===== src/rtl/approx_add_pkg.sv =====
package approx_add_pkg;
  localparam int unsigned DEF_OP_W    = 16;
  localparam int unsigned DEF_INACC_W = 8;

  typedef struct packed {
    logic cout;
    logic sum;
  } fa_out_t;

  function automatic fa_out_t full_add(input logic a, input logic b, input logic cin);
    fa_out_t r;
    r.sum  = a ^ b ^ cin;
    r.cout = (a & b) | (cin & (a ^ b));
    return r;
  endfunction
endpackage


===== src/rtl/exact_rca.sv =====
module exact_rca
  import approx_add_pkg::*;
#(
  parameter int unsigned W = 8
) (
  input  logic [W-1:0] a_i,
  input  logic [W-1:0] b_i,
  output logic [W-1:0] sum_o,
  output logic         cout_o
);
  logic [W:0] carry;
  assign carry[0] = 1'b0;

  for (genvar i = 0; i < W; i++) begin : g_fa
    fa_out_t fa;
    assign fa          = full_add(a_i[i], b_i[i], carry[i]);
    assign sum_o[i]    = fa.sum;
    assign carry[i+1]  = fa.cout;
  end

  assign cout_o = carry[W];
endmodule


===== src/rtl/sat_ctrl.sv =====
module sat_ctrl #(
  parameter int unsigned W = 8
) (
  input  logic [W-1:0] a_i,
  input  logic [W-1:0] b_i,
  output logic [W-1:0] ctl_o
);
  // Top-down chain: once a double-one is seen, every lower bit is controlled.
  assign ctl_o[W-1] = a_i[W-1] & b_i[W-1];

  for (genvar i = W - 1; i > 0; i--) begin : g_chain
    assign ctl_o[i-1] = ctl_o[i] | (a_i[i-1] & b_i[i-1]);
  end
endmodule


===== src/rtl/carry_free_sum.sv =====
module carry_free_sum #(
  parameter int unsigned W = 8
) (
  input  logic [W-1:0] a_i,
  input  logic [W-1:0] b_i,
  input  logic [W-1:0] ctl_i,
  output logic [W-1:0] sum_o
);
  // Per-bit XOR that saturates to 1 under control.
  for (genvar i = 0; i < W; i++) begin : g_bit
    assign sum_o[i] = ctl_i[i] | (a_i[i] ^ b_i[i]);
  end
endmodule


===== src/rtl/approx_trunc_adder.sv =====
module approx_trunc_adder
  import approx_add_pkg::*;
#(
  parameter int unsigned OP_W    = DEF_OP_W,
  parameter int unsigned INACC_W = DEF_INACC_W
) (
  input  logic [OP_W-1:0] a_i,
  input  logic [OP_W-1:0] b_i,
  output logic [OP_W:0]   sum_o
);
  localparam int unsigned ACC_W = OP_W - INACC_W;

  logic [INACC_W-1:0] ctl;
  logic [INACC_W-1:0] lo_sum;
  logic [ACC_W-1:0]   hi_sum;
  logic               hi_cout;

  sat_ctrl #(.W(INACC_W)) u_ctrl (
    .a_i   (a_i[INACC_W-1:0]),
    .b_i   (b_i[INACC_W-1:0]),
    .ctl_o (ctl)
  );

  carry_free_sum #(.W(INACC_W)) u_lo (
    .a_i   (a_i[INACC_W-1:0]),
    .b_i   (b_i[INACC_W-1:0]),
    .ctl_i (ctl),
    .sum_o (lo_sum)
  );

  exact_rca #(.W(ACC_W)) u_hi (
    .a_i    (a_i[OP_W-1:INACC_W]),
    .b_i    (b_i[OP_W-1:INACC_W]),
    .sum_o  (hi_sum),
    .cout_o (hi_cout)
  );

  assign sum_o = {hi_cout, hi_sum, lo_sum};
endmodule


===== config.mk =====
export PLATFORM = sky130hd
export DESIGN_NAME = approx_trunc_adder
export DESIGN_NICKNAME = d
export VERILOG_FILES = /design/src/rtl/approx_add_pkg.sv /design/src/rtl/exact_rca.sv /design/src/rtl/sat_ctrl.sv /design/src/rtl/carry_free_sum.sv /design/src/rtl/approx_trunc_adder.sv
export SDC_FILE = /design/constraint.sdc
export NUM_CORES = 1
export LEC_CHECK = 0
export BUFFER_PORTS_ARGS = -buffer_cell sky130_fd_sc_hd__buf_2
export CAP_MARGIN = 20
export CORE_AREA = 2 2 39 41
export DETAILED_ROUTE_END_ITERATION = 10
export DIE_AREA = 0 0 41 43
export PLACE_DENSITY = 0.79
export SETUP_SLACK_MARGIN = 0.4
export SYNTH_ARGS = -nofsm -noshare
export SYNTH_HDL_FRONTEND = slang
export SYNTH_SLANG_ARGS = --single-unit
export TNS_END_PERCENT = 20

===== constraint.sdc =====
create_clock -name vclk -period 8.4
set_input_delay 0.42 -clock vclk [all_inputs]
set_output_delay 0.42 -clock vclk [all_outputs]
set_load 0.005 [all_outputs]

## Yosys cells after proc, flatten, opt, wreduce, memory -nomap -nowiden

Cells that the tools add are included.

- Bitwise gates (word level): 68

Operators with widths:

| operator | count |
|---|---|
| bitwise AND 1 bit | 23 |
| bitwise XOR 1 bit | 23 |
| OR 1 bit | 22 |

- Bits in registers: 0
- Word-level logic and storage cells: 68
- Output and inout bits: 17

## Longest topological paths before layout

- Depth in word-level cells: 15
- Depth in mapped cells: 13
- Mapped depth without buffers: 12

## Cells and area by module

From an unflattened synthesis, not the netlist that was laid out.

- Cells, all modules: 50
- Area, all modules: 410.4 µm²

By module, submodules not included:

| module | seq. area each (µm²) | cells an instance | times used | area each (µm²) |
|---|---|---|---|---|
| exact_rca | 0.0 | 18 | 1 | 190.2 |
| carry_free_sum | 0.0 | 16 | 1 | 120.1 |
| sat_ctrl | 0.0 | 15 | 1 | 92.6 |
| approx_trunc_adder | 0.0 | 1 | 1 | 7.5 |

## Least setup slack after synthesis

OpenSTA, ideal clock, no wires.

- Kind: input to output
- From: input port a_i[8]
- To: output port sum_o[15]
- Arrival: 3.226 ns
- Buffers on the path: 0
- Required time: 7.980 ns
- Stages on the path: 12
- Path slack: 4.754 ns
- Path through: ha_1 -> inv_1 -> fa_1 -> inv_1 -> fa_1 -> fa_1 -> fa_1 -> fa_1 -> fa_1 -> inv_1 -> fa_1 -> inv_1

- Cells in the longest elaborated chain, start to end: 14

Ends and longest elaborated chain:

| item | line | source |
|---|---|---|
| start: declaration | approx_trunc_adder.sv:7 | `input logic [OP_W-1:0] a_i,` |
| bitwise AND 1 bit (2 in a row) | approx_add_pkg.sv:13 | `r.cout = (a & b) \| (cin & (a ^ b));` |
| OR 1 bit | approx_add_pkg.sv:13 |  |
| bitwise AND 1 bit | approx_add_pkg.sv:13 |  |
| OR 1 bit | approx_add_pkg.sv:13 |  |
| bitwise AND 1 bit | approx_add_pkg.sv:13 |  |
| OR 1 bit | approx_add_pkg.sv:13 |  |
| bitwise AND 1 bit | approx_add_pkg.sv:13 |  |
| OR 1 bit | approx_add_pkg.sv:13 |  |
| bitwise AND 1 bit | approx_add_pkg.sv:13 |  |
| OR 1 bit | approx_add_pkg.sv:13 |  |
| bitwise AND 1 bit | approx_add_pkg.sv:13 |  |
| OR 1 bit | approx_add_pkg.sv:13 |  |
| bitwise XOR 1 bit | approx_add_pkg.sv:12 | `r.sum = a ^ b ^ cin;` |
| end: declaration | approx_trunc_adder.sv:9 | `output logic [OP_W:0] sum_o` |

No other way between the ends.

## Worst setup path after layout

Ends and elaborated chain as after synthesis.

==> results.py <==
metrics = {
    "logic_synthesis": {
        "yosysUniqueCellTypes": 14,
        "syn_avg_cell_area_um2": 9.82,
        "seq_area_frac_synth_pct": 0,
        "syn_nets": 86,
        "syn_area_um2": 383,
        "synthCells": 39,
        "yosysWarnings": 0,
    },
    "layout": {
        "layout_commonest_cell": "buf_2",
        "area_delta_synth_final_pct": 67.3,
        "nets": 136,
        "post-route-util_pct": 46.3,
        "layout_common_cells": "buf_2 (49), inv_1 (10), ha_1 (8)",
        "flops_and_latches": 0,
        "drive_gt1_share_pct": 58.6,
        "seq_area_um2": 0,
        "antennaDiodeCount": 0,
        "nClkBuffers": 0,
        "multi_input_area_um2": 338,
        "nFillCells": 144,
    },
    "detailed_routing": {
        "routed_wl_um": 852,
        "dr_wl_met3_um": 119,
        "wl_per_cell_um": 8.27,
        "wl_met2_um": 449,
        "vias": 442,
        "vias_per_cell": 4.29,
        "drt-initial-drc-count": 1,
        "dr.pass1.iters": 2,
        "final_antenna_net_count": 0,
        "post-route-drc-count": 0,
        "met1_length_um": 282,
        "top_layer_used": "met3",
    },
    "clocking": {
        "cts-hold-fix-buffers": 0,
        "post_cts_buffers": 0,
        "cts_resized": 0,
    },
    "placement": {
        "gp_congestion": 0.631,
        "port_buffers": 49,
        "hpwl_um": 857,
    },
    "sta": {
        "setup_tns_ns": 0,
        "slew_violations": 0,
        "slew_headroom_pct": 74.4,
        "setup_viol": 0,
        "min_period_over_period_pct": 46.6,
        "fmax_mhz": 256,
        "hold_violations": 0,
        "max_slew.worst_pin.slew_ns": 0.385,
        "rsz0062_at_grt": "no",
        "period_minus_slack_ns": 3.91,
        "hold_slack_ns": 1.14,
    },
    "grt": {
        "track_usage_pct": 9.26,
        "grt_max_degree": 6,
        "grt.overflow.total": 0,
        "antenna_found_initial": 0,
        "grt_pass1_wl_um": 1220,
        "grt_pass1_vias": 382,
    },
    "floorplanning": {
        "rows": 14,
        "die_w_um": 41,
        "initial_core_util_pct": 27.7,
        "io_pins": 49,
        "die_h_um": 43,
        "die_area_mm2": 0.00176,
        "core_mm2": 0.00138,
    },
    "worst_hold_path": {
        "hp-class": "input port to output pin",
    },
    "run": {
        "cap_violations": 0,
    },
    "worst_setup_path": {
        "crit_fanout": 1,
        "path_class": "input port to output pin",
        "cp.arrival_ns": 3.49,
        "cp-start-kind": "input port",
        "required_ns": 7.98,
        "setup.worst_path.end_class": "output pin",
    },
    "pwr": {
        "peakVddDrop_mv": 0.0264,
        "p_per_area_mw_per_mm2": 54.9,
        "p_leak_nw": 0.375,
    },
    "status": {
        "status": "finished clean",
    },
}
[cells in the mapped netlist (all sizes together)]
master	instances	area share, %
nand2b	1	1.6
fa	7	37
nor2	3	2.9
ha	8	26
or2	1	1.6
buf	1	2.0
a2111o	1	2.9
nand3	2	2.6
a2111oi	1	7.2
nand3b	1	2.0
nor3	1	1.3
nand2	1	0.98
a211o	1	2.3
inv	10	9.8
[final timing paths]
check,start,to,slack (ns),cells after the start
max,a_i[8],sum_o[15],4.49,14
min,b_i[8],sum_o[8],1.14,3
[stage by stage]
| step | total power, mW | instance area, um2 | std cells | setup WS (ns) |
|---|---|---|---|---|
| 6_report | 0.0352 | 641 | 103 | 4.49 |
| 5_1_grt | 0.0412 | 641 | 103 | 4.30 |
| 4_1_cts | 0.0364 | 641 | 103 | 4.45 |
| 3_5_place_dp | 0.0362 | 641 | 103 | 4.46 |
| 3_3_place_gp | 0.0345 | 641 | 103 | 4.52 |
| 2_1_floorplan | 0.0174 | 383 | 39 | 4.75 |
[where the power goes]
group | leakage [nW] | internal, mW | switching (mW)
combinational | 0.375 | 0.0195 | 0.0157
clock | 0 | 0 | 0
sequential | 0 | 0 | 0
total | 0.375 | 0.0195 | 0.0157
[final cells by class]
class                           instances  share of cell area, %
Timing Repair Buffer                   49                   38.3
Multi-Input combinational cell         28                   52.7
Tap cell                               16                   3.13
Inverter                               10                   5.86
[layer usage]
metal,vias up,GRT usage [%]
met5,-,0
met1,189,9.42
met3,0,0
met4,0,0
li1,222,-
met2,31,19.7
[kinds of logic after synthesis]
kind of cell	synth area share (%)
adder cells (fa/ha/maj)	62.7
buffers and inverters	11.8
AND/OR/NAND/NOR	13.1
AO/OA/AOI/OAI	12.4
[worst max-delay path, stage by stage]
cell	delay (ns)
buf_2	0.10
ha_1	0.18
inv_1	0.06
fa_1	0.16
inv_1	0.05
fa_1	0.37
fa_1	0.38
fa_1	0.38
fa_1	0.39
fa_1	0.37
inv_1	0.07
fa_1	0.40
inv_1	0.06
buf_2	0.10
Power figures use the tool's default switching activity.
